--- src/rtl/tmr_pkg.sv ---
package tmr_pkg;

  localparam int VEC_W          = 8;
  localparam int SHIFT_W        = 3;
  localparam int DIV_W          = 4;
  localparam int CTRL_MASK_BIT  = 16;
  localparam int CTRL_PER_BIT   = 17;

  typedef enum logic [1:0] {
    SEL_CTRL = 2'd0,
    SEL_INIT = 2'd1,
    SEL_DIV  = 2'd2,
    SEL_CUR  = 2'd3
  } tmr_sel_e;

  typedef struct packed {
    logic             periodic;
    logic             masked;
    logic [VEC_W-1:0] vector;
  } tmr_ctrl_t;

  // Scattered divide field: code = {cfg[3], cfg[1:0]}, shift = code + 1 (wraps)
  function automatic logic [SHIFT_W-1:0] div_shift(input logic [DIV_W-1:0] cfg);
    logic [SHIFT_W-1:0] code;
    code = {cfg[3], cfg[1:0]};
    return code + SHIFT_W'(1);
  endfunction

endpackage

--- src/rtl/tmr_regs.sv ---
module tmr_regs
  import tmr_pkg::*;
#(
  parameter int DATA_W = 32,
  parameter int CNT_W  = 32
) (
  input  logic              clk,
  input  logic              rst,
  input  logic              wr_en,
  input  logic [1:0]        wr_sel,
  input  logic [DATA_W-1:0] wr_data,
  output tmr_ctrl_t         ctrl_q,
  output logic [DIV_W-1:0]  div_q,
  output logic [CNT_W-1:0]  init_q,
  output logic              init_load
);

  assign init_load = wr_en && (tmr_sel_e'(wr_sel) == SEL_INIT);

  always_ff @(posedge clk) begin
    if (rst) begin
      ctrl_q <= '{periodic: 1'b0, masked: 1'b1, vector: '0};
      div_q  <= '0;
      init_q <= '0;
    end else if (wr_en) begin
      case (tmr_sel_e'(wr_sel))
        SEL_CTRL: begin
          ctrl_q.periodic <= wr_data[CTRL_PER_BIT];
          ctrl_q.masked   <= wr_data[CTRL_MASK_BIT];
          ctrl_q.vector   <= wr_data[VEC_W-1:0];
        end
        SEL_INIT: init_q <= wr_data[CNT_W-1:0];
        SEL_DIV:  div_q  <= {wr_data[3], 1'b0, wr_data[1:0]};
        default:  ;
      endcase
    end
  end

endmodule

--- src/rtl/tmr_prescaler.sv ---
module tmr_prescaler #(
  parameter int SHIFT_W = 3
) (
  input  logic               clk,
  input  logic               rst,
  input  logic               restart,
  input  logic [SHIFT_W-1:0] shift,
  output logic               tick
);

  localparam int PRE_W = (1 << SHIFT_W) - 1;

  logic [PRE_W-1:0] pre_q;
  logic [PRE_W-1:0] low_mask;

  // Tick when the low 'shift' bits are all ones: one tick per 2^shift clocks
  assign low_mask = (PRE_W'(1) << shift) - PRE_W'(1);
  assign tick     = (pre_q & low_mask) == low_mask;

  always_ff @(posedge clk) begin
    if (rst || restart) pre_q <= '0;
    else                pre_q <= pre_q + PRE_W'(1);
  end

endmodule

--- src/rtl/tmr_counter.sv ---
module tmr_counter #(
  parameter int CNT_W = 32
) (
  input  logic             clk,
  input  logic             rst,
  input  logic             load,
  input  logic [CNT_W-1:0] load_val,
  input  logic [CNT_W-1:0] reload_val,
  input  logic             tick,
  input  logic             periodic,
  output logic [CNT_W-1:0] count_q,
  output logic             expire
);

  logic [CNT_W-1:0] count_d;

  always_comb begin
    count_d = count_q;
    expire  = 1'b0;
    if (load) begin
      count_d = load_val;
    end else if (tick) begin
      if (count_q != '0) begin
        count_d = count_q - CNT_W'(1);
        expire  = !periodic && (count_q == CNT_W'(1));
      end else if (periodic && (reload_val != '0)) begin
        count_d = reload_val;
        expire  = 1'b1;
      end
    end
  end

  always_ff @(posedge clk) begin
    if (rst) count_q <= '0;
    else     count_q <= count_d;
  end

endmodule

--- src/rtl/irq_countdown_timer.sv ---
module irq_countdown_timer
  import tmr_pkg::*;
#(
  parameter int DATA_W = 32,
  parameter int CNT_W  = 32
) (
  input  logic              clk,
  input  logic              rst,
  input  logic              wr_en,
  input  logic [1:0]        wr_sel,
  input  logic [DATA_W-1:0] wr_data,
  input  logic [1:0]        rd_sel,
  output logic [DATA_W-1:0] rd_data,
  output logic              irq_valid,
  output logic [VEC_W-1:0]  irq_vector
);

  tmr_ctrl_t          ctrl_q;
  logic [DIV_W-1:0]   div_q;
  logic [CNT_W-1:0]   init_q;
  logic               init_load;
  logic               tick;
  logic [CNT_W-1:0]   cur_count;
  logic               expire;
  logic [DATA_W-1:0]  rd_mux;

  tmr_regs #(.DATA_W(DATA_W), .CNT_W(CNT_W)) u_regs (
    .clk      (clk),
    .rst      (rst),
    .wr_en    (wr_en),
    .wr_sel   (wr_sel),
    .wr_data  (wr_data),
    .ctrl_q   (ctrl_q),
    .div_q    (div_q),
    .init_q   (init_q),
    .init_load(init_load)
  );

  tmr_prescaler #(.SHIFT_W(SHIFT_W)) u_pre (
    .clk    (clk),
    .rst    (rst),
    .restart(init_load),
    .shift  (div_shift(div_q)),
    .tick   (tick)
  );

  tmr_counter #(.CNT_W(CNT_W)) u_cnt (
    .clk       (clk),
    .rst       (rst),
    .load      (init_load),
    .load_val  (wr_data[CNT_W-1:0]),
    .reload_val(init_q),
    .tick      (tick),
    .periodic  (ctrl_q.periodic),
    .count_q   (cur_count),
    .expire    (expire)
  );

  always_comb begin
    rd_mux = '0;
    case (tmr_sel_e'(rd_sel))
      SEL_CTRL: begin
        rd_mux[CTRL_PER_BIT]  = ctrl_q.periodic;
        rd_mux[CTRL_MASK_BIT] = ctrl_q.masked;
        rd_mux[VEC_W-1:0]     = ctrl_q.vector;
      end
      SEL_INIT: rd_mux = DATA_W'(init_q);
      SEL_DIV:  rd_mux = DATA_W'(div_q);
      default:  rd_mux = DATA_W'(cur_count);
    endcase
  end

  always_ff @(posedge clk) begin
    if (rst) begin
      rd_data    <= '0;
      irq_valid  <= 1'b0;
      irq_vector <= '0;
    end else begin
      rd_data   <= rd_mux;
      irq_valid <= expire && !ctrl_q.masked;
      if (expire) irq_vector <= ctrl_q.vector;
    end
  end

endmodule

--- config.mk ---
export PLATFORM = sky130hd
export DESIGN_NAME = irq_countdown_timer
export DESIGN_NICKNAME = d
export VERILOG_FILES = /design/src/rtl/tmr_pkg.sv /design/src/rtl/tmr_regs.sv /design/src/rtl/tmr_prescaler.sv /design/src/rtl/tmr_counter.sv /design/src/rtl/irq_countdown_timer.sv
export SDC_FILE = /design/constraint.sdc
export NUM_CORES = 1
export LEC_CHECK = 0
export BUFFER_PORTS_ARGS = -buffer_cell sky130_fd_sc_hd__buf_2
export CORE_ASPECT_RATIO = 1.1
export CORE_UTILIZATION = 55
export DETAILED_ROUTE_END_ITERATION = 6
export HOLD_SLACK_MARGIN = 0.06
export PLACE_DENSITY = 0.86
export SETUP_SLACK_MARGIN = 0.15
export SYNTH_ARGS = -nofsm -noshare
export SYNTH_HDL_FRONTEND = slang
export SYNTH_SLANG_ARGS = --single-unit
--- constraint.sdc ---
create_clock -name clk -period 5.8 [get_ports clk]
set_input_delay 0 -clock clk [delete_from_list [all_inputs] [get_ports clk]]
set_output_delay 0 -clock clk [all_outputs]
set_load 0.05 [all_outputs]
# After elaboration in Yosys (flattened, before gate mapping)
# Index checks and enable logic that the tools add are counted.
[totals]
register_bits = 125
latch_bits = 0
ramBits = 0
mem_bits_ro = 0
inputBits = 39
elab_cells = 52
memories = 0
[classes]
add_sub_neg = 4
mul = 0
div = 0
magnitude_cmp = 0
eq_ne = 6
shifts = 1
mux = 12
bitwise_logic = 1
n_reduce_logical = 18
[ops]
columns = ["cell", "n"]
rows = [
  ["32-bit 2-to-1 mux", 4],
  ["32-bit nonzero test", 2],
  ["32-bit by 1-bit equality test with 1-bit output, second input constant", 1],
  ["32-bit by 1-bit subtractor with 32-bit output, second input constant", 1],
  ["14-bit case mux with 2 select lines", 1],
  ["8-bit case mux with 3 select lines", 1],
  ["8-bit case mux with 2 select lines", 1],
  ["2-bit AND reduction", 4],
  ["7-bit by 1-bit adder with 7-bit output, second input constant", 1],
  ["7-bit AND", 1],
  ["7-bit equality test", 1],
  ["1-bit by 3-bit left shift with 7-bit output, first input constant", 1],
  ["7-bit by 2-bit subtractor with 7-bit output, second input constant", 1],
  ["2-bit case mux with 3 select lines", 1],
  ["2-bit by 1-bit equality test with 1-bit output, second input constant", 2],
  ["2-bit equality test, second input constant", 2],
  ["1-bit logical AND", 4],
  ["2-bit zero test", 2],
  ["1-bit 2-to-1 mux", 4],
  ["3-bit by 1-bit adder with 3-bit output, second input constant", 1],
  ["3-bit nonzero test", 1],
  ["1-bit zero test", 2],
  ["2-bit nonzero test", 1],
  ["2-bit OR reduction", 1],
  ["1-bit logical OR", 1],
]

# Logic depth before layout (Yosys ltp)
# Gate-level depths: netlist of the first run.
[logic_depth]
ltp_word = 8
depth_mapped = 13
mapped_depth_nobuf = 10

# Hierarchy
# A second synthesis of the first run with hierarchy kept.
[hier_totals]
cells_unflattened = 706
hier_area_um2 = 6496.2
[modules_own_cells]
columns = ["mod", "instances", "cells_each", "area_per_inst_um2"]
rows = [
  ["tmr_counter", 1, 338, 2563.7],
  ["tmr_regs", 1, 186, 1959.4],
  ["irq_countdown_timer", 1, 144, 1650.3],
  ["tmr_prescaler", 1, 38, 322.8],
]

# Worst setup path after synthesis of the first run
# No wires, ideal clock.
[synth_path]
path_kind = "reg2reg"
startpoint = "register u_regs.div_q[0]"
endpoint = "register u_cnt.count_q[11]"
setup_ns = 0.091
arrival_ns = 2.384
required_ns = 5.709
slack_ns = 3.325
path_stages_with_launch = 14
path_buffers = 3
synth_period_minus_slack_ns = 2.475
cell_sequence = "dfxtp_1 -> clkbuf_1 -> nor2_1 -> nand2_1 -> ha_1 -> o21ai_0 -> a41o_1 -> a31oi_1 -> nand4_2 -> nor2_4 -> buf_6 -> buf_2 -> nand2_1 -> a311oi_1"
[synth_via]
elab_chain_cells = 7
[synth_rtl]
columns = ["element", "line_no", "rtl"]
rows = [
  ["start, declared", "tmr_regs.sv:13", "output logic [DIV_W-1:0] div_q,"],
  ["start signal, assigned", "tmr_regs.sv:33", "SEL_DIV: div_q <= {wr_data[3], 1'b0, wr_data[1:0]};"],
  ["3-bit by 1-bit adder with 3-bit output (*)", "tmr_pkg.sv:26", "return code + SHIFT_W'(1);"],
  ["1-bit by 3-bit left shift with 7-bit output (*)", "tmr_prescaler.sv:17", "assign low_mask = (PRE_W'(1) << shift) - PRE_W'(1);"],
  ["7-bit by 2-bit subtractor with 7-bit output (*)", "tmr_prescaler.sv:17", ""],
  ["7-bit AND", "tmr_prescaler.sv:18", "assign tick = (pre_q & low_mask) == low_mask;"],
  ["7-bit equality test (*)", "tmr_prescaler.sv:18", ""],
  ["2-bit nonzero test (no line) (*)", "--", ""],
  ["2-bit AND reduction (no line) (*)", "--", ""],
  ["end signal, assigned", "tmr_counter.sv:35", "else count_q <= count_d;"],
  ["end, declared", "tmr_counter.sv:11", "output logic [CNT_W-1:0] count_q,"],
]
# Mark *: on every way between the ends. The rest lies on a longest branch, timed or not.
# A chain may end at the register's enable or synchronous reset.

# Worst setup path after layout of the first run
[layout_path]
startpoint = "register u_regs.div_q[3]"
endpoint = "register u_cnt.count_q[6]"
# The elaborated chain is that of the path after synthesis.

==> metrics.txt, run 1 <==
Mapped Area=6042 um2; Synth Flop Type=dfxtp_1; Tcrit/Tclk final=58.99%; Clock Latency Late Sink=0.42 ns; worst hold path class=input pin to flop; Final setup violation count=0; reg2reg path depth=10; Yosys warnings=0; worst-margin pin slew=1.188 ns; TritonCTS clock tree=done; reg2reg setup slack=2.38 ns; Avg WL per Cell=17.60 um; Critical Path RT=6.09 ns; asr flop ratio synth=0%; Synth area leaders=dfxtp_1 (41%), nor2_1 (7.6%), mux2i_1 (7.5%); Die Footprint=11410 um2; Crit Reg-Reg Startpoint=u_regs.div_q[3]$_SDFFE_PP0P_; drt first-iter violations=548; post-synth top area share=41.42%; Hold Slack=0.1202 ns; H-tree Lvls=4; initial antenna violation count=0; XOR/XNOR Fraction of Synth Area=1.305%; unrepaired setup endpoints after global routing=false; average cell area after synthesis=8.035 um2; minimum clock period=3.421 ns; FP Rows=39; mux cell area share after synthesis=8.573%; PortBufs=79; fin. max-slew vios=0; Slowest cell on crit path=nor2_4; post-cts sizing count=0; status=finished, final reports clean; postcts setup bufs=0; nets=877; total grt overflow=0; die span in x=101.9 um; Cells after Synth=752; Worst path depth=10; Startpoint Class=flop; vias in the first global route=5891; worst path cell trace=inv_1, nand2_1, ha_1, o21ai_0, a41o_1, a31oi_1, nand4_2, nor2_4, o211ai_1, a311oi_1; crit path DAT=3.71 ns; Max VDD drop=0.1902 mV; max incr delay on CP=0.72 ns; achievable frequency=292.3 MHz; post-synthesis adder-cell area fraction=1.035%; pre-CTS WS=2.652 ns; Max Root-Sink Buffers=2; Final ANT Viol Nets=0; Initial Util=57.32%; global-route wire length before repair=28240 um; First-pass DRT Iterations=6; fillcell total=842; CTS Buf Count=17; setup TNS=0 ns; Syn Nets=796; register area share after synthesis=41.42%; main combinational cell family by area after synthesis=simple AND/OR/NAND/NOR gates; total number of vias=6064; crit end category=flop; gp weighted congestion=0.9126; Final Hold Vio Count=0; I/O Pins=80; antenna fix cells=0; clk slew on worst S/H paths=0.05 ns; Critical Path Sink=u_cnt.count_q[6]$_SDFFE_PP0P_; routed wire length=17340 um; worst hold stages=4; Clock Tree Root=clkbuf_16; post-synth top area cell=dfxtp_1; post-DP HPWL=10670 um; area share of and/or/nand/nor cells after synthesis=26.55%; CP startpoint=u_regs.div_q[3]$_SDFFE_PP0P_; Setup CP Type=flop to flop; setup slack after layout=2.379 ns; post-synthesis compound-gate area fraction=16.55%; max_slew headroom=20.42%; GRT Total Usage=31.82%; Worst Skew=0.01136 ns; static leakage=2.990 nW; Yosys cell types=65; Core Footprint=10540 um2; share of layout cells above drive strength 1=15.68%; Final Util=69.50%; maxcap violations=0; die height=111.9 um; Commonest cells post-synth=dfxtp_1 (125), nor2_1 (122), nand2_1 (119), a21oi_1 (62), mux2i_1 (45); largest net degree at the start of global routing=100; Avg Vias per Cell=6.156; most numerous cell in the Yosys netlist=dfxtp_1; pwr/cell area=318.8 nW/um2; Syn-to-layout area delta=21.25%; cell family with most CP delay=compound AO/OA/AOI/OAI gates; total power=2.336 mW; clk sink count=125; critical path buffer and inverter count=1; synthesized flop and latch total=125; number of synthesized flops with an enable pin=0; Critical Path Fanout Max=29; drc violations=0; Reg2Reg Capture Point=u_cnt.count_q[6]$_SDFFE_PP0P_
==> what timing repair did <==
item	4_1_cts	5_1_grt
endpoints found under the setup margin	0	0
hold buffers	32	0
hold endpoints to repair	77	0
==> layout by cell type (no fill, tap or decap), types with 6 or more instances in the layout <==
cell and n:
nand3_1 12, nand2_1 119, nor3_1 23, o21ai_0 27
a21oi_1 62, dfxtp_1 125, buf_2 79, inv_1 8
o211ai_1 9, mux2i_1 45, dlygate4sd3_1 32, nor2_1 121
a211oi_1 15, a31oi_1 9, nor4_1 17, a311oi_1 10
clkbuf_16 17, xnor2_1 6
==> worst reg2reg max path: cells and delay by family (launching register included) <==
family | cells | cell delay, ns
AOI/OAI and AO/OA | 5 | 1.26
adders and majority gates | 1 | 0.25
buffers and inverters | 1 | 0.16
DFF | 1 | 0.52
and+or+nand+nor | 3 | 1.11
==> area by class of cell <==
class / count / area, um2 / share of cell area (%)
Clock buffer: 21 / 470.5 / 6.422
Sequential cell: 125 / 2502 / 34.16
Clock inverter: 7 / 115.1 / 1.571
Multi-Input combinational cell: 565 / 3276 / 44.71
Tap cell: 143 / 178.9 / 2.442
Timing Repair Buffer: 116 / 753.2 / 10.28
Inverter: 8 / 30.03 / 0.4099
==> flip-flops by register name, summed over array words and instances (netlist names) <==
register and count:
u_regs.init_q 32, u_regs.ctrl_q 10, irq_valid 1, irq_vector 8, u_pre.pre_q 7, u_regs.div_q 3, u_cnt.count_q 32, rd_data 32
==> metal layers <==
layer	global-route usage, %	share of wire [%]
met1	37.33	39
met2	52.34	49
met3	8.349	7.5
met4	17.52	4.7
met5	0	0
==> per-stage QoR <==
stage | cells | cell area, um2
final | 985 | 7326
after global routing | 985 | 7326
after CTS | 985 | 7326
after detailed placement | 925 | 6420
after global placement | 925 | 6420
after floorplan | 752 | 6042
==> worst min-delay path by stage <==
stage | startpoint | endpoint | slack (ns)
6_report | wr_sel[0] | u_regs.ctrl_q[6]$_SDFFE_PP0P_ | 0.12
3_5_place_dp | wr_data[22] | u_cnt.count_q[22]$_SDFFE_PP0P_ | 0.23
3_3_place_gp | wr_data[22] | u_cnt.count_q[22]$_SDFFE_PP0P_ | 0.23
2_1_floorplan | wr_data[22] | u_cnt.count_q[22]$_SDFFE_PP0P_ | 0.11
5_1_grt | wr_sel[0] | u_regs.ctrl_q[6]$_SDFFE_PP0P_ | 0.14
4_1_cts | wr_sel[0] | u_regs.ctrl_q[2]$_SDFFE_PP0P_ | 0.12
==> cell families after synthesis <==
family                   Yosys count
AND/OR/NAND/NOR                  343
AO/OA/AOI/OAI                    160
flip-flops                       125
buffers and inverters             62
multiplexers                      48
XOR/XNOR                           9
adder cells (fa/ha/maj)            5
==> power by group <==
group	leakage (nW)	internal [mW]	switching (mW)
Sequential	1.02	0.890	0.0375
Combinational	1.69	0.129	0.214
Clock	0.283	0.698	0.368
Total	2.99	1.72	0.620
Power figures use the tool's default switching activity.
==> inputs of run 2 (changes only) <==
--- a/config.mk
+++ b/config.mk
@@ -5,9 +5,10 @@
 export SDC_FILE = /design/constraint.sdc
 export NUM_CORES = 1
 export LEC_CHECK = 0
+export ABC_AREA = 1
 export BUFFER_PORTS_ARGS = -buffer_cell sky130_fd_sc_hd__buf_2
 export CORE_ASPECT_RATIO = 1.1
-export CORE_UTILIZATION = 55
+export CORE_UTILIZATION = 53
 export DETAILED_ROUTE_END_ITERATION = 6
 export HOLD_SLACK_MARGIN = 0.06
 export PLACE_DENSITY = 0.86
==> constraint.sdc (replaced) <==
create_clock -name clk -period 3.1 [get_ports clk]
set_input_delay 0 -clock clk [delete_from_list [all_inputs] [get_ports clk]]
set_output_delay 0 -clock clk [all_outputs]
set_load 0.05 [all_outputs]
==> run 2 against run 1 <==
  * First-iteration DRC count is 4.6% higher
  * Cell count is 31% higher
  * Setup slack worse by 1.8 ns
  * Global-route usage is 0.32 points lower
  * Sequential share of layout area is 2.9 points lower
  * Critical endpoint is now irq_vector[0]$_SDFFE_PP0P_
==> metrics.txt, run 2 <==
setup TNS=0 ns (unchanged); static leakage=3.854 nW (was 2.990 nW); P_int=3.565 mW (was 1.716 mW); largest net degree at the start of global routing=53 (was 100); Slowest cell on crit path=nand4_1 (was nor2_4); Final ANT Viol Nets=0 (unchanged); commonest non-fill, non-tap cells in the layout=nand2_1 (255), nor2_1 (162), dfxtp_1 (125), inv_1 (116), nand3_1 (110) (was dfxtp_1 (125), nor2_1 (121), nand2_1 (119), buf_2 (79), a21oi_1 (62)); Top Registers=rd_data x32, u_cnt.count_q x32, u_regs.init_q x32 (unchanged); Commonest cells post-synth=nand2_1 (255), nor2_1 (162), dfxtp_1 (125), inv_1 (116), nand3_1 (110) (was dfxtp_1 (125), nor2_1 (122), nand2_1 (119), a21oi_1 (62), mux2i_1 (45)); post-synth top area cell=dfxtp_1 (unchanged); drc violations=0 (unchanged); worst-margin pin slew=0.6568 ns (was 1.188 ns); Max Root-Sink Buffers=2 (unchanged); Final setup violation count=0 (unchanged); GRT Total Usage=31.50% (was 31.82%); antenna fix cells=0 (unchanged); clk sink count=125 (unchanged); Synth area leaders=dfxtp_1 (38%), nand2_1 (15%), nor2_1 (9.3%) (was dfxtp_1 (41%), nor2_1 (7.6%), mux2i_1 (7.5%)); max_slew headroom=56.17% (was 20.42%); Syn Nets=1064 (was 796); TritonCTS clock tree=done (unchanged); die height=118.3 um (was 111.9 um); post-synth top area share=38.38% (was 41.42%); routed wire length=19200 um (was 17340 um); pwr/cell area=668.2 nW/um2 (was 318.8 nW/um2); status=finished, final reports clean (unchanged); average cell area after synthesis=6.392 um2 (was 8.035 um2); initial antenna violation count=0 (unchanged); CTS Buf Count=17 (unchanged); register area share after synthesis=38.38% (was 41.42%); total number of vias=7170 (was 6064); H-tree Lvls=4 (unchanged); max incr delay on CP=0.47 ns (was 0.72 ns); Initial Util=54.18% (was 57.32%); Startpoint Class=flop (unchanged); Syn-to-layout area delta=22.97% (was 21.25%); Avg WL per Cell=14.90 um (was 17.60 um); asr flop ratio synth=0% (unchanged); Critical Path RT=3.42 ns (was 6.09 ns); Crit Reg-Reg Startpoint=u_regs.div_q[0]$_SDFFE_PP0P_ (was u_regs.div_q[3]$_SDFFE_PP0P_); post-DP HPWL=12430 um (was 10670 um); FP Rows=42 (was 39); minimum clock period=2.509 ns (was 3.421 ns); maxcap violations=0 (unchanged); PortBufs=79 (unchanged); Tcrit/Tclk final=80.93% (was 58.99%); most common cell after layout, fill and taps aside=nand2_1 (was dfxtp_1); Max VDD drop=0.4591 mV (was 0.1902 mV); post-cts sizing count=0 (unchanged); vias in the first global route=6708 (was 5891); Worst Skew=0.007804 ns (was 0.01136 ns); Avg Vias per Cell=5.562 (was 6.156); Cells after Synth=1020 (was 752); Final Cell Area=8018 um2 (was 7326 um2); Mapped Area=6520 um2 (was 6042 um2); First-pass DRT Iterations=6 (unchanged); Switching Fraction=33.47% (was 26.52%); critical path buffer and inverter count=1 (unchanged); combinational power share=26.3% (was 14.7%); drt first-iter violations=573 (was 548); beginning of the worst hold path=rd_sel[1] (was wr_sel[0]); placed inst area=7003 um2 (was 6420 um2); worst path cell trace=nand2_1, inv_1, nand2_1, ha_1, o21ai_1, o21ai_0, nand2_1, nand3_1, nor2_1, nand4_1, nor2_1, nor2_1 (was inv_1, nand2_1, ha_1, o21ai_0, a41o_1, a31oi_1, nand4_2, nor2_4, o211ai_1, a311oi_1); synthesized flop and latch total=125 (unchanged); crit path DAT=2.83 ns (was 3.71 ns); Psw=1.793 mW (was 619.5 uW); Yosys warnings=0 (unchanged); Clk pwr share=40.3% (was 45.6%); Clock Tree Root=clkbuf_16 (unchanged); Final Hold Vio Count=0 (unchanged); fin. max-slew vios=0 (unchanged); Die Footprint=12750 um2 (was 11410 um2); die span in x=107.8 um (was 101.9 um); Sequential Power Share=33.4% (was 39.7%); worst hold path class=input pin to flop (unchanged); clk slew on worst S/H paths=0.06 ns (was 0.05 ns); Critical Path Fanout Max=9 (was 29); most numerous cell in the Yosys netlist=nand2_1 (was dfxtp_1); I/O Pins=80 (unchanged); cell family with most CP delay=simple AND/OR/NAND/NOR gates (was compound AO/OA/AOI/OAI gates); Clock Latency Late Sink=0.43 ns (was 0.42 ns); Synth Flop Type=dfxtp_1 (unchanged); unrepaired setup endpoints after global routing=false (unchanged); Core Footprint=12030 um2 (was 10540 um2); postcts setup bufs=0 (unchanged); global-route wire length before repair=31790 um (was 28240 um); achievable frequency=398.6 MHz (was 292.3 MHz); number of synthesized flops with an enable pin=0 (unchanged); total grt overflow=0 (unchanged); share of layout cells above drive strength 1=11.98% (was 15.68%); Yosys cell types=34 (was 65); Setup CP Type=flop to flop (unchanged); nets=1166 (was 877); crit end category=flop (unchanged); gp weighted congestion=0.9377 (was 0.9126); CP startpoint=u_regs.div_q[0]$_SDFFE_PP0P_ (was u_regs.div_q[3]$_SDFFE_PP0P_)
run 2: changes by cell type in the layout (fill, tap and decap cells not counted), sizes merged, moves of 21 or more:
cell,previous run,this run
nor2,123,167
o22ai,4,35
o21ai,27,48
nand2,120,260
mux2i,45,0
inv,8,119
nand3,13,112
run 2: path summary, 6_finish.rpt:
path | to | slack [ns] | cells after the start
worst min register to register | irq_valid$_SDFF_PP0_ | 0.45 | 1
worst max register to register | irq_vector[0]$_SDFFE_PP0P_ | 0.59 | 12
worst max-delay path | irq_vector[0]$_SDFFE_PP0P_ | 0.59 | 12
worst min-delay path | rd_data[29]$_SDFF_PP0_ | 0.18 | 3
run 2: routing by layer:
layer | global-route usage, % | part of all wire (%) | vias to the layer above
li1 | - | - | 3478
met5 | 0 | 0 | -
met1 | 40.16 | 42 | 3273
met2 | 50.68 | 47 | 354
met3 | 6.619 | 8.0 | 65
met4 | 14.21 | 2.9 | 0
run 2: repair_timing:
item	4_1_cts	5_1_grt
endpoints found under the setup margin	0	0
hold buffers	38	0
hold endpoints to repair	78	0
run 2: layout make-up:
cell class              instances  area (um2)
clock inverters                11       163.9
flip-flops and latches        125        2502
multi-input cells             730        3381
inverters                     121       456.7
well taps                     154       192.7
clock buffers                  21       470.5
fillers                      1017        4016
repair buffers                127       850.8
run 2: metrics by stage:
stage	hold slack (ns)	total power [mW]	utilization, %	std cells	worst slack (ns)
6_report	0.1802	5.358	66.63	1289	0.5911
3_5_place_dp	0.2544	3.138	58.19	1219	0.7098
3_3_place_gp	0.2578	3.119	58.19	1219	0.8627
2_1_floorplan	0.1304	2.827	-	1020	1.135
5_1_grt	0.1920	5.617	66.63	1289	0.3919
4_1_cts	0.1459	5.318	66.63	1289	0.6807
run 2: worst min-delay path: stages:
cell     delay (ns)
buf_2          0.31
nand3_1        0.18
a21oi_1        0.06
run 2: logic make-up (layout without fill, tap and decap cells):
group / count (synthesis) / after routing / share of synthesized area [%]
fa+ha+maj: 5 / 5 / 0.9595
buf+inv: 165 / 280 / 9.864
xor+xnor: 11 / 11 / 1.478
compound gates: 152 / 152 / 12.61
simple gates: 562 / 562 / 36.71
flops: 125 / 125 / 38.38
run 2: power by group through the flow:
stage	Combinational [mW]	Clock [mW]	Sequential, mW
2_1_floorplan	0.982	0	1.85
3_3_place_gp	1.30	0	1.82
3_5_place_dp	1.32	0	1.82
4_1_cts	1.38	2.16	1.79
5_1_grt	1.57	2.25	1.80
6_report	1.41	2.16	1.79
